===== src/rtl/xcvr_pkg.sv =====
package xcvr_pkg;
    localparam int OVS    = 16;
    localparam int CNT_W  = $clog2(OVS);
    localparam int MID_TK = OVS / 2 - 1;

    typedef enum logic [2:0] {
        PH_IDLE, PH_START, PH_DATA, PH_EXTRA, PH_STOP1, PH_STOP2
    } phase_e;

    typedef struct packed {
        logic       par_en;
        logic       par_odd;
        logic       two_stop;
        logic       mp_en;
        logic [1:0] clk_sel;
    } mode_t;
endpackage


===== src/rtl/xcvr_tick_gen.sv =====
module xcvr_tick_gen #(
    parameter int RATE_W     = 8,
    parameter int PRE_STAGES = 3
) (
    input  logic              clk,
    input  logic              rst_n,
    input  logic [1:0]        clk_sel,
    input  logic [RATE_W-1:0] baud_div,
    output logic              tick
);
    localparam int PRE_W = 2 * PRE_STAGES;

    typedef struct packed {
        logic [PRE_W-1:0]  pre;
        logic [RATE_W-1:0] rate;
        logic              tick;
    } tg_t;

    tg_t q, d;
    logic [PRE_W-1:0] pre_lim;

    always_comb begin
        pre_lim = PRE_W'((32'd1 << (2 * clk_sel)) - 32'd1);
        d       = q;
        d.tick  = 1'b0;
        if (q.pre >= pre_lim) begin
            d.pre = '0;
            if (q.rate >= baud_div) begin
                d.rate = '0;
                d.tick = 1'b1;
            end else begin
                d.rate = q.rate + 1'b1;
            end
        end else begin
            d.pre = q.pre + 1'b1;
        end
    end

    always_ff @(posedge clk or negedge rst_n) begin
        if (!rst_n) q <= '0;
        else        q <= d;
    end

    assign tick = q.tick;

    // with any prescale above 1 two ticks are never adjacent
    a_r6_tick_spacing: assert property (@(posedge clk) disable iff (!rst_n)
        (tick && clk_sel != 2'b00) |=> !tick);
endmodule


===== src/rtl/xcvr_tx.sv =====
module xcvr_tx
    import xcvr_pkg::*;
#(
    parameter int DATA_W = 8
) (
    input  logic              clk,
    input  logic              rst_n,
    input  logic              tick,
    input  logic              par_en,
    input  logic              par_odd,
    input  logic              two_stop,
    input  logic              mp_en,
    input  logic [DATA_W-1:0] tx_data,
    input  logic              tx_flag,
    input  logic              tx_valid,
    output logic              tx_ready,
    output logic              txd
);
    localparam int IDX_W = $clog2(DATA_W);

    typedef struct packed {
        phase_e             ph;
        logic [CNT_W-1:0]   cnt;
        logic [IDX_W-1:0]   idx;
        logic [DATA_W-1:0]  sh;
        logic               extra;
        logic               has_extra;
        logic               stop2;
        logic               txd;
    } tx_t;

    tx_t q, d;
    logic bit_end;

    always_comb begin
        d       = q;
        bit_end = tick && (q.cnt == CNT_W'(OVS - 1));
        if (q.ph == PH_IDLE) begin
            d.txd = 1'b1;
            if (tx_valid) begin
                d.ph        = PH_START;
                d.cnt       = '0;
                d.idx       = '0;
                d.sh        = tx_data;
                d.has_extra = mp_en | par_en;
                d.extra     = mp_en ? tx_flag : ((^tx_data) ^ par_odd);
                d.stop2     = two_stop;
                d.txd       = 1'b0;
            end
        end else begin
            if (tick) d.cnt = q.cnt + 1'b1;
            if (bit_end) begin
                unique case (q.ph)
                    PH_START: begin
                        d.ph  = PH_DATA;
                        d.txd = q.sh[0];
                    end
                    PH_DATA: begin
                        if (q.idx == IDX_W'(DATA_W - 1)) begin
                            d.ph  = q.has_extra ? PH_EXTRA : PH_STOP1;
                            d.txd = q.has_extra ? q.extra : 1'b1;
                        end else begin
                            d.idx = q.idx + 1'b1;
                            d.sh  = q.sh >> 1;
                            d.txd = q.sh[1];
                        end
                    end
                    PH_EXTRA: begin
                        d.ph  = PH_STOP1;
                        d.txd = 1'b1;
                    end
                    PH_STOP1: d.ph = q.stop2 ? PH_STOP2 : PH_IDLE;
                    default:  d.ph = PH_IDLE;
                endcase
            end
        end
    end

    always_ff @(posedge clk or negedge rst_n) begin
        if (!rst_n) begin
            q     <= '0;
            q.ph  <= PH_IDLE;
            q.txd <= 1'b1;
        end else begin
            q <= d;
        end
    end

    assign tx_ready = (q.ph == PH_IDLE);
    assign txd      = q.txd;

    // an idle transmitter holds the line high
    a_r1_idle_line_high: assert property (@(posedge clk) disable iff (!rst_n)
        tx_ready |-> txd);
    // an accepted request makes the block busy and starts a low start bit
    a_r13_accept_goes_busy: assert property (@(posedge clk) disable iff (!rst_n)
        (tx_valid && tx_ready) |=> (!tx_ready && !txd));
endmodule


===== src/rtl/xcvr_rx.sv =====
module xcvr_rx
    import xcvr_pkg::*;
#(
    parameter int DATA_W = 8
) (
    input  logic              clk,
    input  logic              rst_n,
    input  logic              tick,
    input  logic              par_en,
    input  logic              par_odd,
    input  logic              mp_en,
    input  logic              rxd,
    output logic [DATA_W-1:0] rx_data,
    output logic              rx_valid,
    output logic              rx_par_err,
    output logic              rx_frm_err,
    output logic              rx_flag
);
    localparam int IDX_W = $clog2(DATA_W);

    typedef struct packed {
        logic               s1;
        logic               s2;
        phase_e             ph;
        logic [CNT_W-1:0]   cnt;
        logic [IDX_W-1:0]   idx;
        logic [DATA_W-1:0]  sh;
        logic               extra;
        logic [DATA_W-1:0]  data;
        logic               valid;
        logic               perr;
        logic               ferr;
        logic               flag;
    } rx_t;

    rx_t q, d;
    logic mid, last;

    always_comb begin
        d       = q;
        d.s1    = rxd;
        d.s2    = q.s1;
        d.valid = 1'b0;
        mid     = tick && (q.cnt == CNT_W'(MID_TK));
        last    = tick && (q.cnt == CNT_W'(OVS - 1));
        if (q.ph == PH_IDLE) begin
            if (tick && !q.s2) begin
                d.ph  = PH_START;
                d.cnt = '0;
                d.idx = '0;
            end
        end else begin
            if (tick) d.cnt = q.cnt + 1'b1;
            unique case (q.ph)
                PH_START: begin
                    if (mid && q.s2) d.ph = PH_IDLE;
                    else if (last)   d.ph = PH_DATA;
                end
                PH_DATA: begin
                    if (mid) d.sh = {q.s2, q.sh[DATA_W-1:1]};
                    if (last) begin
                        if (q.idx == IDX_W'(DATA_W - 1))
                            d.ph = (mp_en || par_en) ? PH_EXTRA : PH_STOP1;
                        else
                            d.idx = q.idx + 1'b1;
                    end
                end
                PH_EXTRA: begin
                    if (mid)  d.extra = q.s2;
                    if (last) d.ph = PH_STOP1;
                end
                default: begin
                    if (mid) begin
                        d.ph    = PH_IDLE;
                        d.valid = 1'b1;
                        d.data  = q.sh;
                        d.ferr  = !q.s2;
                        d.perr  = !mp_en && par_en &&
                                  (q.extra != ((^q.sh) ^ par_odd));
                        d.flag  = mp_en && q.extra;
                    end
                end
            endcase
        end
    end

    always_ff @(posedge clk or negedge rst_n) begin
        if (!rst_n) begin
            q    <= '0;
            q.s1 <= 1'b1;
            q.s2 <= 1'b1;
            q.ph <= PH_IDLE;
        end else begin
            q <= d;
        end
    end

    assign rx_data    = q.data;
    assign rx_valid   = q.valid;
    assign rx_par_err = q.perr;
    assign rx_frm_err = q.ferr;
    assign rx_flag    = q.flag;

    // each frame is reported by a single-cycle pulse
    a_r7_single_pulse: assert property (@(posedge clk) disable iff (!rst_n)
        rx_valid |=> !rx_valid);
    // flag mode never reports a parity error
    a_r12_flag_no_parity: assert property (@(posedge clk) disable iff (!rst_n)
        (rx_valid && $past(mp_en)) |-> !rx_par_err);
endmodule


===== src/rtl/serial_xcvr.sv =====
module serial_xcvr
    import xcvr_pkg::*;
#(
    parameter int DATA_W     = 8,
    parameter int RATE_W     = 8,
    parameter int PRE_STAGES = 3
) (
    input  logic              clk,
    input  logic              rst_n,
    input  logic [5:0]        mode_cfg,
    input  logic [RATE_W-1:0] baud_div,
    input  logic [DATA_W-1:0] tx_data,
    input  logic              tx_flag,
    input  logic              tx_valid,
    output logic              tx_ready,
    output logic              txd,
    input  logic              rxd,
    output logic [DATA_W-1:0] rx_data,
    output logic              rx_valid,
    output logic              rx_par_err,
    output logic              rx_frm_err,
    output logic              rx_flag
);
    mode_t mode;
    logic  tick;

    assign mode = mode_t'(mode_cfg);

    xcvr_tick_gen #(.RATE_W(RATE_W), .PRE_STAGES(PRE_STAGES)) tick_i (
        .clk(clk), .rst_n(rst_n), .clk_sel(mode.clk_sel),
        .baud_div(baud_div), .tick(tick)
    );

    xcvr_tx #(.DATA_W(DATA_W)) tx_i (
        .clk(clk), .rst_n(rst_n), .tick(tick),
        .par_en(mode.par_en), .par_odd(mode.par_odd),
        .two_stop(mode.two_stop), .mp_en(mode.mp_en),
        .tx_data(tx_data), .tx_flag(tx_flag), .tx_valid(tx_valid),
        .tx_ready(tx_ready), .txd(txd)
    );

    xcvr_rx #(.DATA_W(DATA_W)) rx_i (
        .clk(clk), .rst_n(rst_n), .tick(tick),
        .par_en(mode.par_en), .par_odd(mode.par_odd), .mp_en(mode.mp_en),
        .rxd(rxd), .rx_data(rx_data), .rx_valid(rx_valid),
        .rx_par_err(rx_par_err), .rx_frm_err(rx_frm_err), .rx_flag(rx_flag)
    );
endmodule


===== config.mk =====
export PLATFORM = sky130hd
export DESIGN_NAME = serial_xcvr
export DESIGN_NICKNAME = d
export VERILOG_FILES = /design/src/rtl/xcvr_pkg.sv /design/src/rtl/xcvr_tick_gen.sv /design/src/rtl/xcvr_tx.sv /design/src/rtl/xcvr_rx.sv /design/src/rtl/serial_xcvr.sv
export SDC_FILE = /design/constraint.sdc
export NUM_CORES = 1
export LEC_CHECK = 0
export CORE_ASPECT_RATIO = 0.8
export CORE_MARGIN = 2
export CORE_UTILIZATION = 35
export CTS_CLUSTER_DIAMETER = 60
export DETAILED_ROUTE_END_ITERATION = 8
export DONT_BUFFER_PORTS = 1
export PLACE_DENSITY_LB_ADDON = 0.3
export REMOVE_ABC_BUFFERS = 1
export SYNTH_ARGS = -nofsm -noshare
export SYNTH_HDL_FRONTEND = slang
export SYNTH_HIERARCHICAL = 1
export SYNTH_SLANG_ARGS = --single-unit

===== constraint.sdc =====
create_clock -name clk -period 2.29 [get_ports clk]
set_clock_uncertainty 0.15 [all_clocks]
set_input_delay 0.458 -clock clk [delete_from_list [all_inputs] [get_ports clk]]
set_output_delay 0.458 -clock clk [all_outputs]
set_load 0.03 [all_outputs]

==> results of run 1 <==
## power breakdown
part           internal [uW]  switching [uW]  leakage (uW)  total [uW]
Combinational            461             519       0.00106         981
Clock                    900             511      0.000144        1410
Sequential              1470             257      0.000892        1730
## cells by family (layout without fill, tap and decap cells)
family	Yosys count	in the layout	share of synthesized area, %
AND/OR/NAND/NOR	103	103	14.8
AO/OA/AOI/OAI	83	83	16.8
flip-flops	70	70	44.5
buffers and inverters	40	44	5.49
multiplexers	23	23	6.57
adder cells (fa/ha/maj)	22	22	6.98
XOR/XNOR	17	17	4.86
## synth_stat cells (all sizes together) (2+ instances only)
cell type | instances | area, um^2
nor3 | 5 | 25.0
mux2 | 20 | 229
inv | 20 | 75.1
xnor3 | 2 | 45.0
dfstp | 3 | 78.8
nand4 | 4 | 40.0
nor3b | 6 | 60.1
and2 | 4 | 27.5
o31ai | 2 | 15.0
a32o | 2 | 20.0
a21bo | 2 | 20.0
o21a | 2 | 15.0
dfrtp | 67 | 1680
mux2i | 3 | 30.0
a22o | 13 | 115
buf | 20 | 141
a21o | 8 | 60.1
nor4 | 4 | 40.0
nand2 | 35 | 144
or3 | 2 | 12.5
o21ai | 24 | 143
nor2b | 4 | 25.0
nor2 | 20 | 80.1
xnor2 | 10 | 87.6
nand2b | 3 | 18.8
a21oi | 5 | 28.8
a2bb2oi | 2 | 17.5
o41ai | 2 | 32.5
xor2 | 4 | 35.0
a211o | 3 | 27.5
ha | 22 | 275
o211ai | 3 | 22.5
nand3 | 10 | 55.1
## worst max-delay path, delay by kind of cell (launching register included)
kind / cells / cell delay (ps)
AND/OR/NAND/NOR: 1 / 520
flip-flops: 1 / 380
buffers and inverters: 1 / 340
## stage by stage
| step | utilization [%] | instances | setup slack, ps | total power [uW] | cell area, um^2 |
|---|---|---|---|---|---|
| 6_report | 40.0 | 506 | 116 | 4120 | 4380 |
| 5_1_grt | 40.0 | 506 | 2.55 | 4420 | 4380 |
| 4_1_cts | 40.0 | 506 | 76.6 | 4180 | 4380 |
| 3_5_place_dp | 36.7 | 487 | 100 | 2700 | 4020 |
| 3_3_place_gp | 36.7 | 487 | 129 | 2660 | 4020 |
| 2_1_floorplan | - | 338 | 204 | 2470 | 3800 |
## path summary, 6_finish.rpt
check,end,start,cells after the start
min in group asynchronous,tick_i/q[8],rst_n,2
worst min register to register,rx_i/q[31],rx_i/d[31],0
worst min-delay path,rx_i/rx_par_err,mode_cfg[2],1
worst max-delay path,tx_ready,tx_i/q[19],2
worst max register to register,tx_i/q[12],tx_i/q[12],6
max in group asynchronous,rx_i/d[31],rst_n,2
## sequential cells by signal (all words and copies together) (netlist names)
name,flops
tx_i/q,21
rx_i/q,20
tick_i/q,14
rx_i/rx_data,8
rx_i/d,1
rx_i/rx_flag,1
rx_i/rx_frm_err,1
rx_i/rx_par_err,1
rx_i/rx_valid,1
tick_i/tick,1
tx_i/txd,1
## layer usage
layer	wire, um	share of wire, %	vias to the layer above
li1	-	-	1284
met1	3620	50	1289
met2	3270	45	41
met3	308	4.2	10
met4	79	1.1	0
met5	0	0	-
## area by class of cell
type | instances | area [um^2] | share of cell area (%)
well taps | 144 | 180 | 4.12
repair buffers | 8 | 85.1 | 1.94
clock inverters | 5 | 57.6 | 1.32
flip-flops and latches | 70 | 1760 | 40.1
clock buffers | 11 | 253 | 5.78
multi-input cells | 248 | 1970 | 45.0
inverters | 20 | 75.1 | 1.72
## repair_timing
| action | in CTS | in global routing |
|---|---|---|
| hold endpoints to repair | 71 | 0 |
| setup endpoints to repair | 0 | 0 |
| hold buffers | 3 | 0 |
==> flow_metrics.env, run 1 <==
export IMPL_max_slew_worst_pin_slew_ps=502
export IMPL_run_status="finished clean"
export IMPL_floorplan_initialDensity_pct=36.0
export IMPL_cts_root_to_sink_buffers=2
export IMPL_grt_busiest_layer="met2"
export IMPL_cts_repair_resize_count=0
export IMPL_post_synth_cell_area_avg_um2=11.0
export IMPL_cts_tree="built"
export IMPL_grt_max_degree=71
export IMPL_global_route_wire_length_before_repair_um=13100
export IMPL_ctsHtreeMaxLevel=3
export IMPL_place_congestion=0.775
export IMPL_cpPeakStageDelay_ps=520
export IMPL_height_of_the_die_um=98.9
export IMPL_critical_path_cell_chain="or3_1 -> inv_1"
export IMPL_drt_drc_violations_left=0
export IMPL_vdd_ir_drop_max_mv=0.402
export IMPL_clock_fmax_mhz=460
export IMPL_final_layout_size_suffix_gt1_share_pct=19.6
export IMPL_reg2reg_slack_ps=220
export IMPL_clk_latency_ps=330
export IMPL_synthesis_instances=358
export IMPL_drv_max_cap_violation_count=0
export IMPL_cts_reportedPaths_clkPinSlew_ps=60
export IMPL_routedWlPerCell_um=14.4
export IMPL_vias_in_the_first_global_route=2670
export IMPL_slew_limit_headroom_pct=66.3
export IMPL_io_pins=41
export IMPL_startpoint_to_endpoint_class_of_the_critical_path="reg -> out"
export IMPL_vias_per_cell=5.19
export IMPL_setup_viol=0
export IMPL_place_detailed_hpwl_um=5120
export IMPL_holdCritPathClass="in -> reg"
export IMPL_gr_total_overflow=0
export IMPL_worst_endpoint_arrival_ps=1570
export IMPL_fp_row_count=34
export IMPL_layout_worst_path_cycle_share_pct=95.0
export IMPL_routing_usage_on_met2_pct=20.2
export IMPL_min_period_ps=2170
export IMPL_cts_num_sinks=70
export IMPL_critical_path_max_fanout=9
export IMPL_syn_cell_area_um2=3940
export IMPL_globalRouteTotalUtil_pct=13.4
export IMPL_numPortBuffers=0
export IMPL_postRouteAntennaNets=0
export IMPL_grt_setup_unrepaired="false"
export IMPL_fillers=1042
export IMPL_synth_sequential_area_ratio_pct=44.5
export IMPL_postCtsSetupRepairBufs=0
export IMPL_worst_setup_path_end_kind="output port"
export IMPL_synth_warnings=6
export IMPL_design_core_area_um2=10900
export IMPL_die_w_um=123
export IMPL_power_density_nw_per_um2=941
export IMPL_drtIter0Drc=147
export IMPL_hold_worst_slack_ps=75.5
export IMPL_wirelength_um=7280
export IMPL_nNetsFinal=406
export IMPL_hold_violations=0
export IMPL_antenna_found_initial=0
export IMPL_final_max_slew_violation_count=0
export IMPL_mostFrequentLayoutCells="sky130_fd_sc_hd__dfrtp_1, sky130_fd_sc_hd__nand2_1, sky130_fd_sc_hd__ha_1, sky130_fd_sc_hd__inv_1"
export IMPL_grtUsageMet3_pct=4.63
export IMPL_synth_cell_type_count=74
export IMPL_diodes=0
export IMPL_timing_critical_path_required_ps=1680
export IMPL_synth_ff_type="sky130_fd_sc_hd__dfrtp_1"
export IMPL_layout_area_overhead_vs_synth_pct=11.0
export IMPL_asyncSetResetFlopFracSynth_pct=100
export IMPL_synth_edff_count=0
export IMPL_routed_via_count=2624
export IMPL_cp_start_kind="register"
export IMPL_layout_commonest_cell="sky130_fd_sc_hd__dfrtp_1"
export IMPL_globalRouteMet1Util_pct=18.4
export IMPL_fin_tns_setup_ps=0
export IMPL_ys_seq_elements=70
export IMPL_drt_first_pass_iters=4
export IMPL_fp_dieArea_um2=12100
export IMPL_p_leak_uw=0.00210
export IMPL_cp_slowest_cell="sky130_fd_sc_hd__or3_1"
export IMPL_cts_root_buffer_cell="sky130_fd_sc_hd__clkbuf_16"
export IMPL_cts_made_buffers=9
No activity file was read; power rests on OpenSTA's default activity.
==> run 2, diff against run 1 <==
--- a/config.mk
+++ b/config.mk
@@ -6,7 +6,6 @@
 export NUM_CORES = 1
 export LEC_CHECK = 0
 export CORE_ASPECT_RATIO = 0.8
-export CORE_MARGIN = 2
 export CORE_UTILIZATION = 35
 export CTS_CLUSTER_DIAMETER = 60
 export DETAILED_ROUTE_END_ITERATION = 8
==> flow_metrics.env, run 2 (synthesis results as in run 1) <==
export IMPL_run_status="finished clean"
export IMPL_drtIter0Drc=143
export IMPL_fp_dieArea_um2=11700
export IMPL_worst_setup_path_end_kind="output port"
export IMPL_slew_limit_headroom_pct=65.4
export IMPL_layout_worst_path_cycle_share_pct=95.3
export IMPL_hold_violations=0
export IMPL_layout_commonest_cell="sky130_fd_sc_hd__dfrtp_1"
export IMPL_worst_endpoint_arrival_ps=1570
export IMPL_p_sw_share_pct=29.7
export IMPL_final_max_slew_violation_count=0
export IMPL_place_detailed_hpwl_um=4990
export IMPL_p_leak_uw=0.00212
export IMPL_power_share_combinational_pct=22.6
export IMPL_cts_reportedPaths_clkPinSlew_ps=60
export IMPL_cts_made_buffers=9
export IMPL_layout_area_overhead_vs_synth_pct=12.1
export IMPL_drv_max_cap_violation_count=0
export IMPL_postCtsSetupRepairBufs=0
export IMPL_critical_path_max_fanout=9
export IMPL_power_density_nw_per_um2=973
export IMPL_drt_first_pass_iters=4
export IMPL_largest_reg_flops=21
export IMPL_hold_worst_slack_ps=77.5
export IMPL_global_route_wire_length_before_repair_um=12900
export IMPL_setup_viol=0
export IMPL_pwr_share_clk_pct=37.2
export IMPL_startpoint_to_endpoint_class_of_the_critical_path="reg -> out"
export IMPL_min_period_ps=2180
export IMPL_cp_start_kind="register"
export IMPL_routed_via_count=2587
export IMPL_internal_power_uw=3020
export IMPL_nNetsFinal=405
export IMPL_io_pins=41
export IMPL_largest_registers="tx_i/q x21, rx_i/q x20, tick_i/q x14"
export IMPL_grt_max_degree=71
export IMPL_final_util_pct=40.4
export IMPL_die_w_um=121
export IMPL_fin_tns_setup_ps=0
export IMPL_cp_slowest_cell="sky130_fd_sc_hd__or3_1"
export IMPL_routedWlPerCell_um=14.1
export IMPL_seq_power_share_pct=40.2
export IMPL_ctsHtreeMaxLevel=3
export IMPL_vias_in_the_first_global_route=2604
export IMPL_vias_per_cell=5.12
export IMPL_antenna_found_initial=0
export IMPL_worstHoldPathCells=1
export IMPL_place_congestion=0.789
export IMPL_top_register="tx_i/q"
export IMPL_timing_critical_path_required_ps=1680
export IMPL_globalRouteTotalUtil_pct=13.7
export IMPL_height_of_the_die_um=96.9
export IMPL_gr_total_overflow=0
export IMPL_total_switching_power_uw=1280
export IMPL_floorplan_initialDensity_pct=36.0
export IMPL_holdCritPathClass="in -> reg"
export IMPL_diodes=0
export IMPL_clock_fmax_mhz=458
export IMPL_reg2regPathDepth=6
export IMPL_fp_row_count=34
export IMPL_critical_path_cell_chain="or3_1 -> inv_1"
export IMPL_mostFrequentLayoutCells="sky130_fd_sc_hd__dfrtp_1, sky130_fd_sc_hd__nand2_1, sky130_fd_sc_hd__ha_1, sky130_fd_sc_hd__inv_1"
export IMPL_cts_num_sinks=70
export IMPL_design_core_area_um2=10900
export IMPL_postRouteAntennaNets=0
export IMPL_vdd_ir_drop_max_mv=0.376
export IMPL_drt_drc_violations_left=0
export IMPL_final_layout_size_suffix_gt1_share_pct=19.1
export IMPL_cts_root_buffer_cell="sky130_fd_sc_hd__clkbuf_16"
export IMPL_cts_tree="built"
export IMPL_cpPeakStageDelay_ps=530
export IMPL_max_slew_worst_pin_slew_ps=516
export IMPL_wirelength_um=7110
export IMPL_cts_root_to_sink_buffers=2
export IMPL_grt_setup_unrepaired="false"
export IMPL_clk_latency_ps=320
export IMPL_numPortBuffers=0
## run 2: cell types whose count changed in the layout (fill, tap and decap cells not counted), sizes merged
cell,before,now
bufinv,1,3
clkinvlp,3,1
buf,6,5
## run 2: final timing paths
path	startpoint	to	slack [ps]
worst max-delay path	tx_i/q[19]	tx_ready	110
worst min-delay path	mode_cfg[2]	rx_i/rx_par_err	80
worst max register to register	tick_i/q[4]	tick_i/q[5]	220
worst min register to register	rx_i/d[31]	rx_i/q[31]	210
max in group asynchronous	rst_n	rx_i/q[31]	1160
min in group asynchronous	rst_n	tick_i/q[1]	510
## run 2: layout make-up
type | count | area [um^2]
clock buffers | 11 | 243
clock inverters | 5 | 106
fillers | 1055 | 6510
inverters | 20 | 75.1
multi-input cells | 248 | 1970
flip-flops and latches | 70 | 1760
well taps | 144 | 180
repair buffers | 7 | 90.1
## run 2: what timing repair did
item,4_1_cts,5_1_grt
hold endpoints to repair,71,0
hold buffers,3,0
resized for setup,0,0
## run 2: stage by stage
| stage | setup slack, ps | instances | cell area, um^2 | power [uW] |
|---|---|---|---|---|
| after floorplan | 204 | 338 | 3800 | 2470 |
| after global placement | 139 | 486 | 4020 | 2660 |
| after detailed placement | 100 | 486 | 4020 | 2700 |
| after CTS | 72.1 | 505 | 4420 | 4370 |
| after global routing | 7.11 | 505 | 4420 | 4620 |
| final | 107 | 505 | 4420 | 4300 |
## run 2: power by group through the flow
stage / clock [uW] / combinational, uW / sequential [uW]
after floorplan: 0 / 786 / 1680
after global placement: 0 / 916 / 1740
after detailed placement: 0 / 947 / 1750
after CTS: 1650 / 987 / 1730
after global routing: 1720 / 1130 / 1770
final: 1600 / 973 / 1730
## run 2: metal layers
metal | track usage [%] | up-vias | wire length, um
met1 | 18.8 | 1262 | 3560
met3 | 4.01 | 8 | 323
met5 | 0 | - | 0
li1 | - | 1279 | -
met4 | 3.89 | 0 | 46
met2 | 20.8 | 38 | 3180
## run 2: worst max-delay path, delay by kind of cell (launching register included)
family / cells / cell delay [ps]
flops: 1 / 370
buf+inv: 1 / 350
simple gates: 1 / 530
==> run 3, diff against run 2 <==
--- a/config.mk
+++ b/config.mk
@@ -10,8 +10,10 @@
 export CTS_CLUSTER_DIAMETER = 60
 export DETAILED_ROUTE_END_ITERATION = 8
 export DONT_BUFFER_PORTS = 1
-export PLACE_DENSITY_LB_ADDON = 0.3
+export GPL_ROUTABILITY_DRIVEN = 0
+export PLACE_DENSITY = 0.54
 export REMOVE_ABC_BUFFERS = 1
+export SLEW_MARGIN = 30
 export SYNTH_ARGS = -nofsm -noshare
 export SYNTH_HDL_FRONTEND = slang
 export SYNTH_HIERARCHICAL = 1
==> flow_metrics.env, run 3 (synthesis results as in run 1) <==
export IMPL_run_status="finished clean"
export IMPL_setup_viol=0
export IMPL_seq_power_share_pct=41.0
export IMPL_fp_row_count=34
export IMPL_io_pins=41
export IMPL_max_slew_worst_pin_slew_ps=538
export IMPL_timing_critical_path_required_ps=1680
export IMPL_numPortBuffers=0
export IMPL_fillers=1052
export IMPL_gr_total_overflow=0
export IMPL_routed_via_count=2624
export IMPL_largest_registers="tx_i/q x21, rx_i/q x20, tick_i/q x14"
export IMPL_ctsHtreeMaxLevel=3
export IMPL_grt_setup_unrepaired="false"
export IMPL_drtIter0Drc=164
export IMPL_cts_root_to_sink_buffers=2
export IMPL_power_density_nw_per_um2=959
export IMPL_holdCritPathClass="in -> reg"
export IMPL_p_sw_share_pct=30.3
export IMPL_top_register="tx_i/q"
export IMPL_drt_first_pass_iters=4
export IMPL_multi_input_comb_area_um2=1970
export IMPL_vias_in_the_first_global_route=2616
export IMPL_vdd_ir_drop_max_mv=0.403
export IMPL_seqCellArea_um2=1760
export IMPL_place_detailed_hpwl_um=5060
export IMPL_antenna_found_initial=0
export IMPL_internal_power_uw=2930
export IMPL_critical_path_cell_chain="or3_1 -> inv_1"
export IMPL_cpPeakStageDelay_ps=560
export IMPL_largest_reg_flops=21
export IMPL_final_max_slew_violation_count=0
export IMPL_layout_area_overhead_vs_synth_pct=11.3
export IMPL_cts_tree="built"
export IMPL_global_route_wire_length_before_repair_um=12800
export IMPL_cts_num_sinks=70
export IMPL_hold_violations=0
export IMPL_height_of_the_die_um=96.9
export IMPL_pwr_share_clk_pct=35.4
export IMPL_mostFrequentLayoutCells="sky130_fd_sc_hd__dfrtp_1, sky130_fd_sc_hd__nand2_1, sky130_fd_sc_hd__ha_1, sky130_fd_sc_hd__inv_1"
export IMPL_cts_root_buffer_cell="sky130_fd_sc_hd__clkbuf_16"
export IMPL_startpoint_to_endpoint_class_of_the_critical_path="reg -> out"
export IMPL_fin_tns_setup_ps=0
export IMPL_cts_repair_resize_count=0
export IMPL_design_core_area_um2=10900
export IMPL_final_layout_size_suffix_gt1_share_pct=19.4
export IMPL_layout_commonest_cell="sky130_fd_sc_hd__dfrtp_1"
export IMPL_worst_endpoint_arrival_ps=1620
export IMPL_diodes=0
export IMPL_layout_worst_path_cycle_share_pct=97.1
export IMPL_floorplan_initialDensity_pct=36.0
export IMPL_dpl_instance_area_um2=4020
export IMPL_grt_max_degree=71
export IMPL_vias_per_cell=5.20
export IMPL_nNetsFinal=406
export IMPL_power_share_combinational_pct=23.6
export IMPL_clk_latency_ps=330
export IMPL_post_layout_total_power_uw=4210
export IMPL_min_period_ps=2220
export IMPL_post_route_cell_area_um2=4390
export IMPL_reg2reg_slack_ps=230
export IMPL_clock_fmax_mhz=450
export IMPL_fp_dieArea_um2=11700
export IMPL_drt_drc_violations_left=0
export IMPL_cts_made_buffers=9
export IMPL_cp_slowest_cell="sky130_fd_sc_hd__or3_1"
export IMPL_slew_limit_headroom_pct=63.8
export IMPL_globalRouteTotalUtil_pct=14.0
export IMPL_postRouteAntennaNets=0
export IMPL_p_leak_uw=0.00212
export IMPL_wirelength_um=7340
export IMPL_routedWlPerCell_um=14.5
export IMPL_cp_start_kind="register"
export IMPL_worst_setup_path_end_kind="output port"
export IMPL_cts_reportedPaths_clkPinSlew_ps=50
export IMPL_total_switching_power_uw=1270
export IMPL_drv_max_cap_violation_count=0
export IMPL_die_w_um=121
export IMPL_critical_path_max_fanout=9
-- run 3: cell types whose count changed in the layout (fill, tap and decap cells not counted) --
cell                         before  now
sky130_fd_sc_hd__buf_4            3    5
sky130_fd_sc_hd__clkinv_2         0    2
sky130_fd_sc_hd__buf_12           1    0
sky130_fd_sc_hd__bufinv_16        3    2
sky130_fd_sc_hd__clkbuf_1         1    0
sky130_fd_sc_hd__clkbuf_8         1    2
sky130_fd_sc_hd__clkinv_4         1    0
sky130_fd_sc_hd__clkinvlp_4       1    0
-- run 3: power groups by stage --
stage	clock, uW	combinational [uW]	sequential (uW)
floorplan	0	786	1680
global placement	0	927	1740
detailed placement	0	970	1740
CTS	1550	1010	1720
global route	1600	1150	1760
finish	1490	994	1720
-- run 3: worst paths after layout --
check | from | endpoint | cells past startpoint
setup / recovery | tx_i/q[19] | tx_ready | 2
hold reg to reg | rx_i/d[31] | rx_i/q[31] | 0
max in group asynchronous | rst_n | rx_i/q[31] | 2
setup reg to reg | tx_i/q[12] | tx_i/q[12] | 6
hold / removal | mode_cfg[2] | rx_i/rx_par_err | 1
min in group asynchronous | rst_n | tick_i/q[14] | 2
-- run 3: what timing repair did --
item	in CTS	in global routing
hold buffers	3	0
endpoints found under the hold margin	71	0
setup buffers	0	0
endpoints found under the setup margin	0	0
-- run 3: per-layer routing --
| metal | GRT usage, % | part of all wire [%] | up-vias |
|---|---|---|---|
| met4 | 6.17 | 1.6 | 0 |
| met1 | 18.4 | 50 | 1306 |
| met2 | 21.4 | 44 | 33 |
| met3 | 4.19 | 3.8 | 11 |
| met5 | 0 | 0 | - |
| li1 | - | - | 1274 |
-- run 3: area by class of cell --
cell class	instances	area share, %
multi-input cells	248	44.9
flip-flops and latches	70	40.0
clock buffers	11	5.76
well taps	144	4.11
repair buffers	8	1.94
inverters	20	1.71
clock inverters	4	1.60
-- run 3: critical path: cells and delay by family (launching register included) --
family                 cells  cell delay (ps)
and+or+nand+nor            1              560
DFF                        1              370
buffers and inverters      1              360
-- run 3: through the flow --
step           utilization, %  instances  hold slack [ps]  setup slack [ps]
2_1_floorplan               -        338             12.4               204
3_3_place_gp             36.7        487             14.9               139
3_5_place_dp             36.7        487             15.6               105
4_1_cts                  40.1        505             52.3              52.8
5_1_grt                  40.1        505             47.8              5.58
6_report                 40.1        505             65.8              65.5
